## src/rtl/brtrace_pkg.sv

```systemverilog
`timescale 1ns/1ps
package brtrace_pkg;
  typedef enum logic [1:0] {
    BK_DIRECT = 2'd0,
    BK_COND   = 2'd1,
    BK_INDIR  = 2'd2,
    BK_RET    = 2'd3
  } br_kind_e;

  localparam int          CYC_W      = 13;
  localparam int          BUNDLE_MAX = 6;
  localparam logic [4:0]  TGT_TAG    = 5'b01101;
  localparam logic [2:0]  MODE_LOW16 = 3'b001;
  localparam logic [2:0]  MODE_WHOLE = 3'b110;
endpackage

```

## src/rtl/brtrace_filter.sv

```systemverilog
`timescale 1ns/1ps
module brtrace_filter #(
  parameter int ADDR_W = 32,
  parameter int NWIN   = 2
) (
  input  logic                   trc_en,
  input  logic                   cfg_user_en,
  input  logic                   cfg_kern_en,
  input  logic [NWIN-1:0]        cfg_win_en,
  input  logic [NWIN*ADDR_W-1:0] cfg_win_lo,
  input  logic [NWIN*ADDR_W-1:0] cfg_win_hi,
  input  logic                   ev_kern,
  input  logic [ADDR_W-1:0]      ev_pc,
  output logic                   pass
);
  logic [NWIN-1:0] hit;

  for (genvar w = 0; w < NWIN; w++) begin : g_win
    logic [ADDR_W-1:0] lo, hi;
    assign lo     = cfg_win_lo[w*ADDR_W +: ADDR_W];
    assign hi     = cfg_win_hi[w*ADDR_W +: ADDR_W];
    assign hit[w] = cfg_win_en[w] && (ev_pc >= lo) && (ev_pc <= hi);
  end

  logic mode_ok, addr_ok;
  assign mode_ok = ev_kern ? cfg_kern_en : cfg_user_en;
  assign addr_ok = (cfg_win_en == '0) || (hit != '0);
  assign pass    = trc_en && mode_ok && addr_ok;
endmodule

```

## src/rtl/brtrace_pack.sv

```systemverilog
`timescale 1ns/1ps
module brtrace_pack
  import brtrace_pkg::*;
#(
  parameter int ADDR_W = 32
) (
  input  logic              clk,
  input  logic              rst,
  input  logic              trc_en,
  input  logic              acc,
  input  logic [1:0]        kind,
  input  logic              taken,
  input  logic [ADDR_W-1:0] tgt,
  output logic              ready,
  output logic              load,
  output logic [2:0]        bcnt_o,
  output logic              wr_valid,
  output logic [7:0]        wr_byte
);
  localparam int AB   = ADDR_W / 8;
  localparam int MAXB = 2 + 1 + 1 + AB;
  localparam int NW   = $clog2(MAXB + 1);
  localparam logic [CYC_W-1:0] CYC_MAX = {CYC_W{1'b1}};

  logic [5:0]        bits;
  logic [2:0]        bcnt;
  logic [CYC_W-1:0]  cyc;
  logic [ADDR_W-1:0] last_tgt;
  logic              last_ok;
  logic [7:0]        pkt [MAXB];
  logic [NW-1:0]     rem;

  logic [7:0]        nb [MAXB];
  logic [NW-1:0]     nn;
  logic              cond_ev, ind_ev, full6, flush_off, short_tgt;
  logic [5:0]        n_bits;
  logic [2:0]        n_cnt;

  function automatic logic [7:0] enc(input logic [5:0] b, input logic [2:0] n);
    logic [7:0] r;
    r = '0;
    r[int'(n) + 1] = 1'b1;
    for (int i = 0; i < BUNDLE_MAX; i++)
      if (i < int'(n)) r[i + 1] = b[i];
    return r;
  endfunction

  assign ready     = (rem <= NW'(1));
  assign cond_ev   = acc && (kind == BK_COND);
  assign ind_ev    = acc && ((kind == BK_INDIR) || (kind == BK_RET));
  assign n_bits    = {bits[4:0], taken};
  assign n_cnt     = bcnt + 3'd1;
  assign full6     = cond_ev && (n_cnt == 3'(BUNDLE_MAX));
  assign flush_off = !trc_en && (bcnt != 3'd0) && ready;
  assign load      = full6 || ind_ev || flush_off;
  assign short_tgt = last_ok && (tgt[ADDR_W-1:16] == last_tgt[ADDR_W-1:16]);
  assign bcnt_o    = bcnt;

  always_comb begin
    int idx;
    for (int i = 0; i < MAXB; i++) nb[i] = 8'h00;
    idx = 0;
    if (cyc < CYC_W'(32)) begin
      nb[0] = {cyc[4:0], 3'b011};
      idx = 1;
    end else begin
      nb[0] = {cyc[4:0], 3'b111};
      nb[1] = cyc[12:5];
      idx = 2;
    end
    if (full6) begin
      nb[idx] = enc(n_bits, 3'(BUNDLE_MAX));
      idx = idx + 1;
    end else if (bcnt != 3'd0 && (ind_ev || flush_off)) begin
      nb[idx] = enc(bits, bcnt);
      idx = idx + 1;
    end
    if (ind_ev) begin
      nb[idx] = {short_tgt ? MODE_LOW16 : MODE_WHOLE, TGT_TAG};
      idx = idx + 1;
      for (int j = 0; j < AB; j++) begin
        if (!short_tgt || j < 2) begin
          nb[idx] = tgt[8*j +: 8];
          idx = idx + 1;
        end
      end
    end
    nn = NW'(idx);
  end

  assign wr_valid = (rem != '0);
  assign wr_byte  = pkt[0];

  always_ff @(posedge clk) begin
    if (rst) begin
      rem <= '0;
      for (int i = 0; i < MAXB; i++) pkt[i] <= 8'h00;
    end else if (load) begin
      rem <= nn;
      for (int i = 0; i < MAXB; i++) pkt[i] <= nb[i];
    end else if (rem != '0) begin
      rem <= rem - NW'(1);
      for (int i = 0; i < MAXB - 1; i++) pkt[i] <= pkt[i + 1];
      pkt[MAXB-1] <= 8'h00;
    end
  end

  always_ff @(posedge clk) begin
    if (rst) begin
      cyc      <= CYC_W'(1);
      bits     <= '0;
      bcnt     <= '0;
      last_tgt <= '0;
      last_ok  <= 1'b0;
    end else begin
      if (load)               cyc <= CYC_W'(1);
      else if (cyc != CYC_MAX) cyc <= cyc + CYC_W'(1);

      if (load) begin
        bcnt <= '0;
        bits <= '0;
      end else if (cond_ev) begin
        bcnt <= n_cnt;
        bits <= n_bits;
      end

      if (ind_ev) begin
        last_tgt <= tgt;
        last_ok  <= 1'b1;
      end
    end
  end
endmodule

```

## src/rtl/brtrace_ring.sv

```systemverilog
`timescale 1ns/1ps
module brtrace_ring #(
  parameter int DEPTH = 16
) (
  input  logic                       clk,
  input  logic                       rst,
  input  logic                       wr_valid,
  input  logic [7:0]                 wr_byte,
  input  logic                       out_ready,
  output logic                       out_valid,
  output logic [7:0]                 out_byte,
  output logic [$clog2(DEPTH+1)-1:0] fill
);
  localparam int PW = (DEPTH > 1) ? $clog2(DEPTH) : 1;
  localparam int FW = $clog2(DEPTH + 1);

  logic [7:0]    mem [DEPTH];
  logic [PW-1:0] wp, rp;
  logic          full, pop;

  function automatic logic [PW-1:0] nxt(input logic [PW-1:0] p);
    return (p == PW'(DEPTH - 1)) ? '0 : p + PW'(1);
  endfunction

  assign full      = (fill == FW'(DEPTH));
  assign out_valid = (fill != '0);
  assign out_byte  = mem[rp];
  assign pop       = out_valid && out_ready;

  always_ff @(posedge clk) begin
    if (wr_valid) mem[wp] <= wr_byte;
  end

  always_ff @(posedge clk) begin
    if (rst) begin
      wp   <= '0;
      rp   <= '0;
      fill <= '0;
    end else begin
      if (wr_valid) wp <= nxt(wp);
      if (pop || (wr_valid && full)) rp <= nxt(rp);
      if (wr_valid && !pop && !full) fill <= fill + FW'(1);
      else if (!wr_valid && pop)     fill <= fill - FW'(1);
    end
  end
endmodule

```

## src/rtl/brtrace_enc.sv

```systemverilog
`timescale 1ns/1ps
module brtrace_enc #(
  parameter int ADDR_W = 32,
  parameter int DEPTH  = 16,
  parameter int NWIN   = 2
) (
  input  logic                   clk,
  input  logic                   rst,
  input  logic                   trc_en,
  input  logic                   cfg_user_en,
  input  logic                   cfg_kern_en,
  input  logic [NWIN-1:0]        cfg_win_en,
  input  logic [NWIN*ADDR_W-1:0] cfg_win_lo,
  input  logic [NWIN*ADDR_W-1:0] cfg_win_hi,
  input  logic                   ev_valid,
  output logic                   ev_ready,
  input  logic [1:0]             ev_kind,
  input  logic                   ev_taken,
  input  logic                   ev_kern,
  input  logic [ADDR_W-1:0]      ev_pc,
  input  logic [ADDR_W-1:0]      ev_tgt,
  output logic                   out_valid,
  input  logic                   out_ready,
  output logic [7:0]             out_byte
);
  localparam int FW = $clog2(DEPTH + 1);

  logic          pass, acc, pk_load, pk_wr;
  logic [2:0]    pk_bcnt;
  logic [7:0]    pk_byte;
  logic [FW-1:0] ring_fill;

  brtrace_filter #(.ADDR_W(ADDR_W), .NWIN(NWIN)) u_filt (
    .trc_en(trc_en), .cfg_user_en(cfg_user_en), .cfg_kern_en(cfg_kern_en),
    .cfg_win_en(cfg_win_en), .cfg_win_lo(cfg_win_lo), .cfg_win_hi(cfg_win_hi),
    .ev_kern(ev_kern), .ev_pc(ev_pc), .pass(pass)
  );

  assign acc = ev_valid && ev_ready && pass;

  brtrace_pack #(.ADDR_W(ADDR_W)) u_pack (
    .clk(clk), .rst(rst), .trc_en(trc_en), .acc(acc), .kind(ev_kind),
    .taken(ev_taken), .tgt(ev_tgt), .ready(ev_ready), .load(pk_load),
    .bcnt_o(pk_bcnt), .wr_valid(pk_wr), .wr_byte(pk_byte)
  );

  brtrace_ring #(.DEPTH(DEPTH)) u_ring (
    .clk(clk), .rst(rst), .wr_valid(pk_wr), .wr_byte(pk_byte),
    .out_ready(out_ready), .out_valid(out_valid), .out_byte(out_byte),
    .fill(ring_fill)
  );
endmodule

```

## config.mk

```make
export PLATFORM = sky130hd
export DESIGN_NAME = brtrace_enc
export DESIGN_NICKNAME = d
export VERILOG_FILES = /design/src/rtl/brtrace_pkg.sv /design/src/rtl/brtrace_filter.sv /design/src/rtl/brtrace_pack.sv /design/src/rtl/brtrace_ring.sv /design/src/rtl/brtrace_enc.sv
export SDC_FILE = /design/constraint.sdc
export NUM_CORES = 1
export LEC_CHECK = 0
export ABC_AREA = 1
export BUFFER_PORTS_ARGS = -buffer_cell sky130_fd_sc_hd__buf_4
export CAP_MARGIN = 20
export CORE_UTILIZATION = 45
export CTS_CLUSTER_SIZE = 14
export DETAILED_ROUTE_END_ITERATION = 7
export GPL_TIMING_DRIVEN = 0
export SETUP_SLACK_MARGIN = 0.5
export SYNTH_ARGS = -nofsm -noshare
export SYNTH_HDL_FRONTEND = slang
export SYNTH_SLANG_ARGS = --single-unit
```

## constraint.sdc

```tcl
create_clock -name clk -period 6.4 [get_ports clk]
set_clock_uncertainty 0.2 [all_clocks]
set_input_delay 0.32 -clock clk [delete_from_list [all_inputs] [get_ports clk]]
set_output_delay 0.32 -clock clk [all_outputs]
set_load 0.05 [all_outputs]
```

==> flow_metrics.tcl, run 1 <==
set metrics [dict create \
    slowest_delay_ns 0.44 \
    core_mm2 0.0388 \
    whs_endpoint "u_pack.pkt[1][12]$_DFFE_PP_" \
    power_density_mw_per_mm2 285 \
    timing.reg2reg.setup_slack_ns 0.94 \
    hp-start "ev_tgt[12]" \
    ant_nets 0 \
    gp_congestion 0.980 \
    grt_overflow 0 \
    finalSetupViolations 0 \
    seq_area_frac_synth_pct 38.7 \
    finalMaxSlewViolations 0 \
    yosysUniqueCellTypes 55 \
    end_kind "flip-flop" \
    antenna_found_initial 3 \
    synth_edf_count 184 \
    fin_crit_ns 5.52 \
    rsz0062_at_grt "no" \
    final_util_pct 54.5 \
    p_comb_share_pct 33.7 \
    area_growth_syn_to_layout_pct 18.9 \
    nets 2931 \
    internal_power_w 0.00374 \
    cap_violations 0 \
    drive_above_1_share_pct 13.0 \
    ir_drop_mv 0.175 \
    p_seq_share_pct 40.1 \
    synthCells 2314 \
    hold_viol_final 0 \
    synth.largest_area_cell "edfxtp_1" \
    drt-vias-per-instance 5.40 \
    synth-seq-cells 252 \
    die_h_um 201 \
    cts_buffers 28 \
    start_kind "input pin" \
    cp.required_ns 6.50 \
    root_buffer "clkbuf_16" \
    timing.rr.start "u_pack.rem[0]$_SDFFE_PP0P_" \
    worstPathArrival_ns 5.61 \
    cts.clk_slew.worst_paths_ns 0.06 \
    clk_path_buf_depth 3 \
    core.rowCount 72 \
    clk_latency_ns 0.58 \
    whs_path_depth 5 \
    synthTopCellsByCount "531 x nand2_1, 343 x inv_1, 207 x a21oi_1, 191 x o21ai_0, 184 x edfxtp_1" \
    cts.sinks 252 \
    synth_area_mm2 0.0178 \
    avgRoutedWirePerCell_um 19.3 \
    relSlewSlack_pct 31.8 \
    grt_usage_pct 29.4 \
    grt_pass1_wl_mm 91.8 \
    h-tree-depth 1 \
    grt_max_degree 25 \
    cts_tree "built" \
    r2r_cells 25 \
    crit_buf_inv 6 \
    dieArea_mm2 0.0404 \
    leakagePower_nw 9.76 \
    p_switching_w 0.00229 \
    dpl.hpwl_mm 47.6 \
    drtPass1Iterations 6 \
    path_class "in2reg" \
    worst_path_most_repeated_cell "nand2_1" \
    drtIter0Drc 1168 \
    tightest_slew_ns 1.02 \
    dpl.cell_count 3041 \
    portBuffers 207 \
    max_freq_ghz 0.181 \
    r2r-end "u_pack.pkt[0][12]$_SDFFCE_PN0P_" \
    critPathTopFamily "simple AND/OR/NAND/NOR gates" \
    start_util_pct 45.8 \
    hold_path.class "in2reg" \
    synthTopCellsByArea "edfxtp_1 31%, nand2_1 11%, ha_1 11%" \
    setup_ws_ns 0.881 \
    yosysTopAreaCellShare_pct 31.0 \
    vias 16800 \
    finalWirelength_mm 59.9 \
    synth_fp_nets 2674 \
    avgSynthCellArea_um2 7.69 \
    post-route-period-util_pct 86.2 \
    synthArstFlopShare_pct 0 \
    ioPinCount 215 \
    status "finished clean" \
    dp_slack_ns -0.523 \
    grt_pass1_vias 16300 \
    critPathSlowestCell "nor3_4" \
    yosys_warnings 0 \
    die_w_um 201 \
    synth_ff_type "edfxtp_1" \
    remaining_drc_errors 0 \
    yosysMostFrequentCell "nand2_1" \
    cp_max_fo 10 \
    clock_power_share_pct 26.2 \
    swShare_pct 37.9 \
    finalNonFillerCells 3113 \
]
registers in the layout, summed over array words and instances, names as in the netlist, named ones only:
name             count
u_pack.last_ok       1
u_pack.bits          6
u_pack.cyc          13
u_ring.fill          5
u_pack.pkt          64
u_ring.rp            4
u_pack.rem           4
u_ring.mem         128
u_pack.bcnt_o        3
u_pack.last_tgt     16
u_ring.wp            4
worst min-delay path, stage by stage:
cell	delay, ns
buf_4	0.10
o211ai_1	0.09
nand2_1	0.06
a21oi_1	0.05
o21ai_1	0.10
layout by cell type, fill, tap and decap left out, drive strengths merged, types with 3 or more instances in the layout:
master,netlist,final
clkinv,2,12
nand3b,3,3
dlygate4sd3,0,17
xor2,11,11
ha,154,154
a211oi,7,7
o22ai,4,4
nand2,540,540
o21bai,3,3
nor3,17,17
xnor2,5,5
a21o,5,5
inv,351,354
nand4,41,41
o211ai,71,71
o21ai,200,200
nand3,125,125
dfxtp,68,68
or2,10,10
clkinvlp,0,3
edfxtp,184,184
clkbuf,52,87
a21oi,207,207
nor2,158,158
buf,35,245
nor4,11,11
mux2i,32,32
o21a,9,9
repair_timing:
item                                   4_1_cts  5_1_grt
pin swaps                                    0        2
gates resized for setup                      4        7
setup buffers                                0        1
endpoints found under the hold margin       25        0
hold buffers                                17        0
setup endpoints to repair                   65       20
cell families after synthesis:
family / count (synthesis) / share of synthesized area (%)
and+or+nand+nor: 907 / 22.4
xor gates and xnor gates: 16 / 0.787
AOI/OAI and AO/OA: 512 / 15.9
buffers and inverters: 440 / 9.52
muxes: 32 / 1.80
DFF: 252 / 38.7
adders and majority gates: 155 / 10.9
stage by stage:
stage	cell area (um^2)	TNS, ns	hold WS, ns	total power (W)
finish	21200	0	0.0566	0.00603
global route	21200	0	0.0643	0.00636
detailed placement	20000	-10.48	0.258	0.00446
global placement	20000	-12.66	0.255	0.00440
floorplan	17800	0	0.242	0.00365
CTS	21100	0	0.0136	0.00607
power groups by stage:
stage	Combinational [W]	Sequential (W)	Clock, W
final	0.00203	0.00242	0.00158
after CTS	0.00203	0.00242	0.00161
after floorplan	0.00130	0.00235	0
after detailed placement	0.00201	0.00245	0
after global placement	0.00196	0.00245	0
after global routing	0.00224	0.00245	0.00167
layout make-up:
cell class / count / area [um^2]
Antenna cell: 2 / 5.00
Buffer: 87 / 372
Clock buffer: 35 / 747
Clock inverter: 17 / 156
Fill cell: 3742 / 17700
Inverter: 353 / 1330
Multi-Input combinational cell: 1622 / 9250
Sequential cell: 252 / 6890
Tap cell: 518 / 648
Timing Repair Buffer: 227 / 1770
routing by layer:
layer	up-vias	wire, um	track usage, %
met5	-	11	0
met2	579	28200	49.6
li1	8305	-	-
met1	7779	25000	37.1
met3	131	4030	4.71
met4	2	2680	13.1
worst max-delay path by stage:
stage	end	start	cells past startpoint	slack [ns]
detailed placement	u_pack.pkt[0][3]$_DFFE_PP_	ev_pc[15]	33	-0.52
CTS	u_pack.pkt[0][3]$_DFFE_PP_	u_pack.rem[0]$_SDFFE_PP0P_	26	0.59
global placement	u_pack.pkt[0][3]$_DFFE_PP_	ev_pc[31]	31	-0.59
floorplan	u_pack.pkt[0][1]$_DFFE_PP_	cfg_win_lo[23]	33	1.12
finish	u_pack.pkt[0][12]$_SDFFCE_PN0P_	ev_pc[15]	32	0.88
global route	u_pack.pkt[0][2]$_DFFE_PP_	ev_pc[15]	32	0.52
Power figures use the tool's default switching activity.
==> run 2: changes to the inputs <==
--- a/config.mk
+++ b/config.mk
@@ -8,6 +8,7 @@
 export ABC_AREA = 1
 export BUFFER_PORTS_ARGS = -buffer_cell sky130_fd_sc_hd__buf_4
 export CAP_MARGIN = 20
+export CORE_MARGIN = 2
 export CORE_UTILIZATION = 45
 export CTS_CLUSTER_SIZE = 14
 export DETAILED_ROUTE_END_ITERATION = 7
==> run 2 against run 1 <==
Against the previous run: global-route usage is 0.097 points higher; clock-buffer cell count is 3 higher; utilization is 0.12 points higher; non-clock buffer count is 2 lower; first-iteration DRC count is 2.7% higher.
==> flow_metrics.tcl, run 2 (synthesized netlist as in run 1, its figures left out) <==
set metrics [dict create \
    cp.required_ns 6.50 \
    top_register "u_ring.mem" \
    worst_path_most_repeated_cell "nand2_1" \
    drtPass1Iterations 5 \
    drive_above_1_share_pct 12.9 \
    start_util_pct 45.8 \
    timing.rr.start "u_pack.cyc[7]$_SDFFE_PP0P_" \
    gp_congestion 0.972 \
    post-route-period-util_pct 84.3 \
    postCtsSetupRepairBufs 0 \
    clk_latency_ns 0.58 \
    finalSetupViolations 0 \
    whs_path_depth 2 \
    hold_viol_final 0 \
    critPathTopFamily "simple AND/OR/NAND/NOR gates" \
    cts_buffers 28 \
    grt_usage_pct 29.5 \
    cts.clk_slew.worst_paths_ns 0.07 \
    cts.sinks 252 \
    h-tree-depth 1 \
    remaining_drc_errors 0 \
    drt-vias-per-instance 5.45 \
    path_class "reg2reg" \
    drtIter0Drc 1200 \
    end_kind "flip-flop" \
    clk_path_buf_depth 3 \
    r2r-end "u_pack.pkt[0][10]$_SDFFCE_PN0P_" \
    max_freq_ghz 0.185 \
    largest_reg_flops 128 \
    mostFrequentLayoutCells "530 x nand2_1, 343 x inv_1, 208 x buf_4" \
    critPathSlowestCell "nor4_2" \
    timing.reg2reg.setup_slack_ns 1.01 \
    die_h_um 203 \
    status "finished clean" \
    cap_violations 0 \
    antenna_found_initial 1 \
    grt_overflow 0 \
    cp_max_fo 10 \
    r2r_cells 21 \
    portBuffers 207 \
    leakagePower_nw 9.78 \
    dieArea_mm2 0.0412 \
    avgRoutedWirePerCell_um 19.7 \
    ant_nets 0 \
    grt_max_degree 25 \
    rsz0062_at_grt "no" \
    finalInstanceArea_mm2 0.0212 \
    whs_endpoint "u_pack.last_tgt[29]$_SDFFE_PP0N_" \
    slowest_delay_ns 0.63 \
    dpl.hpwl_mm 48.2 \
    grt_pass1_vias 16700 \
    ioPinCount 215 \
    finalWirelength_mm 61.2 \
    postPlaceCellArea_mm2 0.0200 \
    crit_chain "nor2_1, inv_1, nor4_2, clkbuf_1, ha_1, nand2_1, o21ai_4, ha_1, clkbuf_4, inv_1, clkbuf_2, ha_1, or2_2, nand2_1, inv_1, nor3_4, inv_4, nand3_1, nand2_1, nand2_1, a21oi_1" \
    area_growth_syn_to_layout_pct 19.1 \
    fin_crit_ns 5.39 \
    worstPathArrival_ns 5.49 \
    vias 17000 \
    cts_tree "built" \
    start_kind "flip-flop" \
    hold_path.class "in2reg" \
    relSlewSlack_pct 30.8 \
    worst_hold_slack_ns 0.0265 \
    top_regs "u_ring.mem x128, u_pack.pkt x64, u_pack.last_tgt x16" \
    power_density_mw_per_mm2 290 \
    core.rowCount 72 \
    layout_commonest_cell "nand2_1" \
    nets 2929 \
    die_w_um 203 \
    ir_drop_mv 0.215 \
    finalPower_w 0.00615 \
    finalMaxSlewViolations 0 \
    crit_buf_inv 7 \
    core_mm2 0.0388 \
    grt_pass1_wl_mm 93.1 \
    hp-start "rst" \
    tightest_slew_ns 1.04 \
    root_buffer "clkbuf_16" \
]
[run 2: changes by cell type in the layout (fill, tap and decap cells not counted), sizes merged]
cell	delta
clkinvlp	-2
bufinv	+2
inv	+1
buf	-1
diode	-1
clkinv	-4
clkbuf	+3
dlygate4sd3	-1
[run 2: timing repair]
action,4_1_cts,5_1_grt
hold buffers,16,0
gates resized for setup,5,8
endpoints found under the setup margin,65,28
pin swaps,1,1
endpoints found under the hold margin,25,0
[run 2: report_power, final]
group          total, W  switching (W)  leakage (nW)  internal (W)
sequential      0.00243       0.000226          2.37       0.00220
combinational   0.00205        0.00140          6.94      0.000648
clock           0.00168       0.000691         0.471      0.000987
total           0.00615        0.00231          9.78       0.00384
[run 2: how the worst max path moves through the flow]
stage                                          start                              end  slack (ns)  cells after the start
after floorplan                       cfg_win_lo[23]       u_pack.pkt[0][1]$_DFFE_PP_        1.12                     33
after global placement                     ev_pc[27]       u_pack.pkt[0][3]$_DFFE_PP_       -0.63                     33
after detailed placement                   ev_pc[27]       u_pack.pkt[0][2]$_DFFE_PP_       -0.37                     33
after CTS                                  ev_pc[27]       u_pack.pkt[0][2]$_DFFE_PP_        0.62                     33
after global routing                       ev_pc[27]       u_pack.pkt[0][1]$_DFFE_PP_        0.50                     33
final                     u_pack.cyc[7]$_SDFFE_PP0P_  u_pack.pkt[0][10]$_SDFFCE_PN0P_        1.01                     21
[run 2: stage by stage]
| step | cells | TNS (ns) | setup WS [ns] | utilization (%) |
|---|---|---|---|---|
| after global placement | 3039 | -12.87 | -0.628 | 51.5 |
| after global routing | 3110 | 0 | 0.497 | 54.6 |
| after detailed placement | 3041 | -3.40 | -0.367 | 51.6 |
| final | 3110 | 0 | 1.01 | 54.6 |
| after CTS | 3109 | 0 | 0.623 | 54.6 |
| after floorplan | 2314 | 0 | 1.12 | - |
[run 2: metal layers]
layer  vias to the layer above  track usage, %  part of all wire [%]
met5                         -               0                     0
li1                       8308               -                     -
met2                       648            50.5                    47
met1                      7867            37.3                    42
met4                         0            13.5                   4.8
met3                       141            3.74                   6.5
[run 2: area by class of cell]
type | instances | area [um^2]
flip-flops and latches | 252 | 6890
clock buffers | 38 | 779
diodes | 1 | 2.50
inverters | 353 | 1330
plain buffers | 87 | 372
multi-input cells | 1622 | 9250
fillers | 3754 | 17600
repair buffers | 225 | 1750
clock inverters | 14 | 186
well taps | 518 | 648
